$ cat src/rtl/ivc_pkg.sv
package ivc_pkg;
    localparam int NSRC  = 9;
    localparam int IDX_W = $clog2(NSRC);
    localparam int NEXT  = 3;
    localparam int NPER  = 7;

    typedef logic [IDX_W-1:0] slot_t;

    typedef enum slot_t {
        SL_RESET   = 4'd0,
        SL_EXT2    = 4'd1,
        SL_HOST_WR = 4'd2,
        SL_HOST_RD = 4'd3,
        SL_SP0_TX  = 4'd4,
        SL_SP0_RX  = 4'd5,
        SL_SP1_TX  = 4'd6,
        SL_SP1_RX  = 4'd7,
        SL_TIMER   = 4'd8
    } slot_e;

    typedef struct packed {
        logic            nest;
        logic            alt_sp1;
        logic [NEXT-1:0] edge_mode;
    } ctrl_t;

    typedef struct packed {
        logic  hit;
        slot_t idx;
    } pick_t;

    // lowest set index wins (index 0 is the highest priority)
    function automatic pick_t first_set(input logic [NSRC-1:0] v);
        pick_t r;
        r.hit = 1'b0;
        r.idx = '0;
        for (int i = NSRC - 1; i >= 0; i--) begin
            if (v[i]) begin
                r.hit = 1'b1;
                r.idx = slot_t'(i);
            end
        end
        return r;
    endfunction

    function automatic logic [NSRC-1:0] slot_onehot(input slot_t i);
        return NSRC'(1) << i;
    endfunction
endpackage

$ cat src/rtl/ivc_ext_front.sv
module ivc_ext_front #(
    parameter int NPIN = 3
) (
    input  logic            clk,
    input  logic            rst,
    input  logic [NPIN-1:0] pin_n,
    input  logic [NPIN-1:0] edge_mode,
    input  logic [NPIN-1:0] clr,
    output logic [NPIN-1:0] req
);
    for (genvar g = 0; g < NPIN; g++) begin : g_pin
        logic prev_n;
        logic held;

        always_ff @(posedge clk) begin
            if (rst) begin
                prev_n <= 1'b1;
                held   <= 1'b0;
            end else begin
                prev_n <= pin_n[g];
                if (edge_mode[g] && prev_n && !pin_n[g])
                    held <= 1'b1;
                else if (clr[g])
                    held <= 1'b0;
            end
        end

        assign req[g] = edge_mode[g] ? held : ~pin_n[g];
    end
endmodule

$ cat src/rtl/ivc_pulse_latch.sv
module ivc_pulse_latch #(
    parameter int N = 7
) (
    input  logic         clk,
    input  logic         rst,
    input  logic [N-1:0] set,
    input  logic [N-1:0] clr,
    output logic [N-1:0] pend
);
    always_ff @(posedge clk) begin
        if (rst) pend <= '0;
        else     pend <= (pend & ~clr) | set;
    end
endmodule

$ cat src/rtl/ivc_active.sv
module ivc_active
    import ivc_pkg::*;
(
    input  logic            clk,
    input  logic            rst,
    input  logic [NSRC-1:0] push,
    input  logic            flush,
    input  logic            pop,
    output logic            act_any,
    output slot_t           act_top
);
    logic [NSRC-1:0] act;
    logic [NSRC-1:0] after_pop;
    pick_t           top;

    // removing the lowest set bit ends the highest-priority service
    always_comb after_pop = pop ? (act & (act - NSRC'(1))) : act;

    always_ff @(posedge clk) begin
        if (rst || flush) act <= '0;
        else              act <= after_pop | push;
    end

    always_comb top = first_set(act);
    assign act_any = top.hit;
    assign act_top = top.idx;
endmodule

$ cat src/rtl/ivc_vec_ctrl.sv
module ivc_vec_ctrl
    import ivc_pkg::*;
#(
    parameter int ADDR_W   = 14,
    parameter int VEC_BASE = 0
) (
    input  logic                 clk,
    input  logic                 rst,
    input  logic [NEXT-1:0]      ext_irq_n,
    input  logic [NPER-1:0]      per_req,
    input  logic                 rst_req,
    input  logic [NSRC-2:0]      irq_en,
    input  logic [4:0]           ctrl,
    input  logic                 enter,
    input  logic                 leave,
    output logic                 int_req,
    output logic                 ack,
    output logic [ADDR_W-1:0]    vec
);
    ctrl_t           cfg;
    logic [NEXT-1:0] ext_req, ext_clr;
    logic [NPER-1:0] per_pend, per_clr;
    logic [NSRC-1:0] slot_req, slot_live, ack_oh;
    pick_t           win;
    logic            act_any;
    slot_t           act_top;
    logic            fire, rst_ack;

    assign cfg = ctrl_t'(ctrl);

    ivc_ext_front #(.NPIN(NEXT)) u_ext (
        .clk(clk), .rst(rst), .pin_n(ext_irq_n), .edge_mode(cfg.edge_mode),
        .clr(ext_clr), .req(ext_req)
    );

    ivc_pulse_latch #(.N(NPER)) u_per (
        .clk(clk), .rst(rst), .set(per_req), .clr(per_clr), .pend(per_pend)
    );

    always_comb begin
        slot_req             = '0;
        slot_req[SL_RESET]   = rst_req;
        slot_req[SL_EXT2]    = ext_req[2];
        slot_req[SL_HOST_WR] = per_pend[0];
        slot_req[SL_HOST_RD] = per_pend[1];
        slot_req[SL_SP0_TX]  = per_pend[2];
        slot_req[SL_SP0_RX]  = per_pend[3];
        slot_req[SL_SP1_TX]  = cfg.alt_sp1 ? ext_req[1] : per_pend[4];
        slot_req[SL_SP1_RX]  = cfg.alt_sp1 ? ext_req[0] : per_pend[5];
        slot_req[SL_TIMER]   = per_pend[6];
    end

    assign slot_live = slot_req & {irq_en, 1'b1};
    always_comb win = first_set(slot_live);

    ivc_active u_act (
        .clk(clk), .rst(rst), .push(rst_ack ? '0 : ack_oh), .flush(rst_ack),
        .pop(leave), .act_any(act_any), .act_top(act_top)
    );

    assign int_req = win.hit && ((win.idx == SL_RESET) || !act_any ||
                                 (cfg.nest && (win.idx < act_top)));
    assign fire    = enter && int_req;
    assign ack_oh  = fire ? slot_onehot(win.idx) : '0;
    assign rst_ack = fire && (win.idx == SL_RESET);

    always_comb begin
        ext_clr[2] = ack_oh[SL_EXT2] | rst_ack;
        ext_clr[1] = (ack_oh[SL_SP1_TX] & cfg.alt_sp1) | rst_ack;
        ext_clr[0] = (ack_oh[SL_SP1_RX] & cfg.alt_sp1) | rst_ack;
        per_clr[0] = ack_oh[SL_HOST_WR] | rst_ack;
        per_clr[1] = ack_oh[SL_HOST_RD] | rst_ack;
        per_clr[2] = ack_oh[SL_SP0_TX]  | rst_ack;
        per_clr[3] = ack_oh[SL_SP0_RX]  | rst_ack;
        per_clr[4] = (ack_oh[SL_SP1_TX] & ~cfg.alt_sp1) | rst_ack;
        per_clr[5] = (ack_oh[SL_SP1_RX] & ~cfg.alt_sp1) | rst_ack;
        per_clr[6] = ack_oh[SL_TIMER]   | rst_ack;
    end

    always_ff @(posedge clk) begin
        if (rst) begin
            ack <= 1'b0;
            vec <= ADDR_W'(VEC_BASE);
        end else begin
            ack <= fire;
            if (fire) vec <= ADDR_W'(VEC_BASE) + (ADDR_W'(win.idx) << 2);
        end
    end
endmodule

$ cat config.mk
export PLATFORM = sky130hd
export DESIGN_NAME = ivc_vec_ctrl
export DESIGN_NICKNAME = d
export VERILOG_FILES = /design/src/rtl/ivc_pkg.sv /design/src/rtl/ivc_ext_front.sv /design/src/rtl/ivc_pulse_latch.sv /design/src/rtl/ivc_active.sv /design/src/rtl/ivc_vec_ctrl.sv
export SDC_FILE = /design/constraint.sdc
export NUM_CORES = 1
export LEC_CHECK = 0
export BUFFER_PORTS_ARGS = -buffer_cell sky130_fd_sc_hd__buf_2
export CAP_MARGIN = 20
export CORE_ASPECT_RATIO = 0.7
export CORE_MARGIN = 4
export CORE_UTILIZATION = 57
export DETAILED_ROUTE_END_ITERATION = 6
export GPL_TIMING_DRIVEN = 1
export HOLD_SLACK_MARGIN = 0.15
export PLACE_DENSITY = 0.87
export SETUP_SLACK_MARGIN = 0.05
export SLEW_MARGIN = 25
export SYNTH_ARGS = -nofsm -noshare
export SYNTH_HDL_FRONTEND = slang
export SYNTH_HIERARCHICAL = 1
export SYNTH_SLANG_ARGS = --single-unit
$ cat constraint.sdc
create_clock -name clk -period 5.62 [get_ports clk]
set_clock_uncertainty 0.05 [all_clocks]
set_input_delay 1.124 -clock clk [delete_from_list [all_inputs] [get_ports clk]]
set_output_delay 1.124 -clock clk [all_outputs]
set_load 0.01 [all_outputs]
; ---- Yosys cells after proc, flatten, opt, wreduce, memory -nomap -nowiden
; Index checks and enable logic that the tools add are counted.
[word_totals]
regBits = 27
input_bits = 28
output_inout_bits = 16
[classes]
n_addsub = 1
magnitude_cmp = 1
n_shift = 1
mux = 32
bitwise = 24
reduce_logical = 21
[ops]
columns = cell, n
row1 = $mux 5, 18
row2 = $mux 9, 3
row3 = $and 9x9->9, 2
row4 = $mux 1, 11
row5 = $logic_and 1x1->1, 10
row6 = $or 1x1->1, 10
row7 = $or 9x9->9, 1
row8 = $shl 1x4->9 const A, 1
row9 = $sub 9x1->9 const B, 1
row10 = $and 7x7->7, 1
row11 = $not 7->7, 1
row12 = $or 7x7->7, 1
row13 = $reduce_bool 2->1, 3
row14 = $and 1x1->1, 4
row15 = $logic_not 1->1, 4
row16 = $logic_not 4->1, 1
row17 = $lt 4x4->1, 1
row18 = $not 1->1, 4
row19 = $logic_or 1x1->1, 3

; ---- Depth between registers and ports, before layout
[depth]
word_depth = 24
mapped_depth = 16
depth_no_buf = 15

; ---- Cells and area by module
; The synthesis kept the hierarchy.
[modules_own_cells]
columns = mod, instances, cells_each, area_per_inst_um2
row1 = ivc_vec_ctrl, 1, 124, 854.6
row2 = ivc_active, 1, 52, 434.2
row3 = ivc_pulse_latch, 1, 28, 297.8
row4 = ivc_ext_front, 1, 24, 236.5

; ---- Worst setup path before layout
; OpenSTA, ideal clock, no wires.
[synth_timing]
kind = input to output
startpoint = input port ctrl[0]
endpoint = output port int_req
arrival_time_ns = 3.118
required_time_ns = 4.446
path_slack_ns = 1.328
path_stages = 11
path_buffers = 1
cell_sequence = mux2i_1 mux2i_2 a2bb2oi_4 nand2b_1 a21oi_1 ha_1 a21oi_1 o221ai_1 a32oi_2 buf_6 o21a_1
[synth_rtl]
columns = item, line_no
row1 = "start, declared", ivc_vec_ctrl.sv:13  ; input logic [4:0] ctrl,
row2 = "end, declared", ivc_vec_ctrl.sv:16  ; output logic int_req,

==> results.toml <==
[clocking]
cts_buffers = 3
cts.sinks = 27
cts_setup_buffers = 0
h-tree-depth = 1
cts_root_buf = "clkbuf_8"
clockBufferDepth = 2
cts.clk_slew.worst_paths_ps = 90
cts_tree = "built"
clk_latency_ps = 280
cts_resized = 0
hold_buffers = 0

[route]
detail_route.wl_per_cell_um = 13.9
vias = 1732
drt_iter0_drc = 128
drt-total-wl_mm = 4.15
first_pass_iters = 5
final_antenna_net_count = 0
route.detailed.drc = 0
via_per_inst = 5.79

[cells_and_area]
num-fill-cells = 260
diodes = 0
layout.nets = 295
area_delta_synth_final_pct = 11.0
final_core_util = 0.692
layout-drive-gt1-share = 0.228

[sta]
rsz0062_at_grt = "false"
tightest_slew_ps = 514
final-hold-violation-count = 0
period_share = 0.874
report.final.slew_viol_count = 0
timing.fmax_mhz = 204
finalSetupViolCount = 0
period_needed_ps = 4910
tns_ps = 0
relSlewSlack = 0.657

[critical_path]
arrival_ps = 3740
ff2ff_setup_slack_ps = 1740
cp-start-kind = "input port"
crit_type = "input port to output pin"
r2r_start = "u_per/pend[2]"
cp_max_fo = 11
required_ps = 4450
critPathCaptureType = "output pin"
startpoint = "irq_en[3]"

[floorplan]
io_pins = 44
dieArea_um2 = 4180
die_h_um = 55.3
fp-row-count = 16
core_um2 = 2920
die_x_um = 75.6
initial_core_util = 0.624

[power_and_ir_drop]
seqPwrFrac = 0.452
p_sw_frac = 0.333
intPower_mw = 0.312
powerDensity_nw_per_um2 = 231
p_clk_frac = 0.245
p_switching_mw = 0.156
ir_drop_v = 0.000201
combPwrFrac = 0.303
leakagePower_nw = 0.883

[synthesis]
synth_cell_types = 48
syn_inst = 228
ys_seq_area_frac = 0.296
synth_edf_count = 0
netlist_area_um2 = 1820
synth_warnings = 6
syn_area_per_cell_um2 = 8.00
synth_seq_cells = 27
synthFlopType = "dfxtp_1"
async_flop_share = 0

[grt]
antenna_found_initial = 0
grt_max_degree = 19
overflow = 0
grt_pass1_wl_mm = 6.73
grt_pass1_vias = 1488
grt_use_total = 0.207

[placement]
detailed_place_hpwl_mm = 3.25
io_buffers = 33
globalplace.congestion = 0.891

[min_path]
hp-class = "flip-flop to flip-flop"
min-delay-start = "vec[3]"

[run_status]
status = "complete, no violations"

[flow_run]
max_cap_viol_count = 0
## routing by layer
layer  track usage  vias to the layer above  part of all wire
li1              -                      849                 -
met2         0.279                      111              0.41
met1         0.301                      756              0.44
met3        0.0580                       16              0.12
met5             0                        -                 0
met4        0.0898                        0             0.026
## power groups by stage
stage	Sequential (mW)	Clock, mW	Combinational, mW
final	0.211	0.115	0.142
after global routing	0.213	0.127	0.155
after CTS	0.211	0.120	0.140
after detailed placement	0.216	0	0.138
after global placement	0.215	0	0.134
after floorplan	0.215	0	0.110
## area by class of cell
cell class / count / area [um^2] / area share
Sequential cell: 27 / 541 / 0.267
Inverter: 22 / 82.6 / 0.0408
Multi-Input combinational cell: 176 / 1140 / 0.562
Clock inverter: 1 / 5.00 / 0.00247
Timing Repair Buffer: 34 / 173 / 0.0853
Tap cell: 36 / 45.0 / 0.0223
Clock buffer: 3 / 41.3 / 0.0204
## stage by stage
| stage | power, mW | setup slack (ps) | hold slack [ps] | std cells | instance area [um^2] |
|---|---|---|---|---|---|
| final | 0.468 | 707 | 416 | 299 | 2020 |
| after global routing | 0.495 | 448 | 445 | 299 | 2020 |
| after CTS | 0.471 | 789 | 428 | 299 | 2020 |
| after detailed placement | 0.354 | 836 | 413 | 295 | 1980 |
| after global placement | 0.350 | 914 | 401 | 295 | 1980 |
| after floorplan | 0.325 | 1330 | 389 | 238 | 1860 |
## critical path, stage by stage
cell and delay (ps):
buf_2 100, and2_1 170, a21oi_1 430, nand2b_1 120
a21oi_1 370, ha_1 320, a21oi_1 150, o221ai_1 180
a32oi_2 450, o21a_1 200, buf_2 130
## kinds of logic (layout without fill, tap and decap cells)
logic type | count (synthesis) | in the layout | synth area share
adders and majority gates | 3 | 3 | 0.0206
muxes | 6 | 6 | 0.0377
AOI/OAI and AO/OA | 62 | 62 | 0.236
other | 1 | 11 | 0.00206
buffers and inverters | 35 | 60 | 0.101
DFF | 27 | 27 | 0.297
and+or+nand+nor | 94 | 94 | 0.306
## Yosys cell counts, types with 4 or more instances
master	instances	area, um^2
nand2b_1	5	31.3
o21ai_0	10	50.1
nor3_1	7	35.0
nand3b_1	5	37.5
nand2b_4	7	96.3
and3_1	4	25.0
buf_4	10	75.1
nand2_1	22	82.6
a21oi_1	25	125
nand3_1	10	50.1
dfxtp_1	27	541
inv_1	22	82.6
nor2_1	17	63.8
mux2i_1	4	40.0
## final timing paths
check             cells after the start            to
hold / removal                        2        vec[3]
hold reg to reg                       2        vec[3]
setup reg to reg                     13  u_act/act[8]
setup / recovery                     11       int_req
## layout by cell type, fill, tap and decap left out, types with 4 or more instances in the layout
cell type,instances
nand3_1,10
nand2b_1,5
conb_1,11
nand2_1,22
nand2b_4,7
dfxtp_1,27
mux2i_1,4
nand3b_1,5
nor2_1,17
and3_1,4
buf_2,33
inv_1,22
nor3_1,7
o21ai_0,10
a21oi_1,25
## registers in the layout, summed over array words and instances, names as in the netlist
name / count
vec: 4
u_ext/g_pin.prev_n: 3
u_per/pend: 7
u_ext/g_pin.held: 3
ack: 1
u_act/act: 9
No activity file was read; power rests on OpenSTA's default activity.
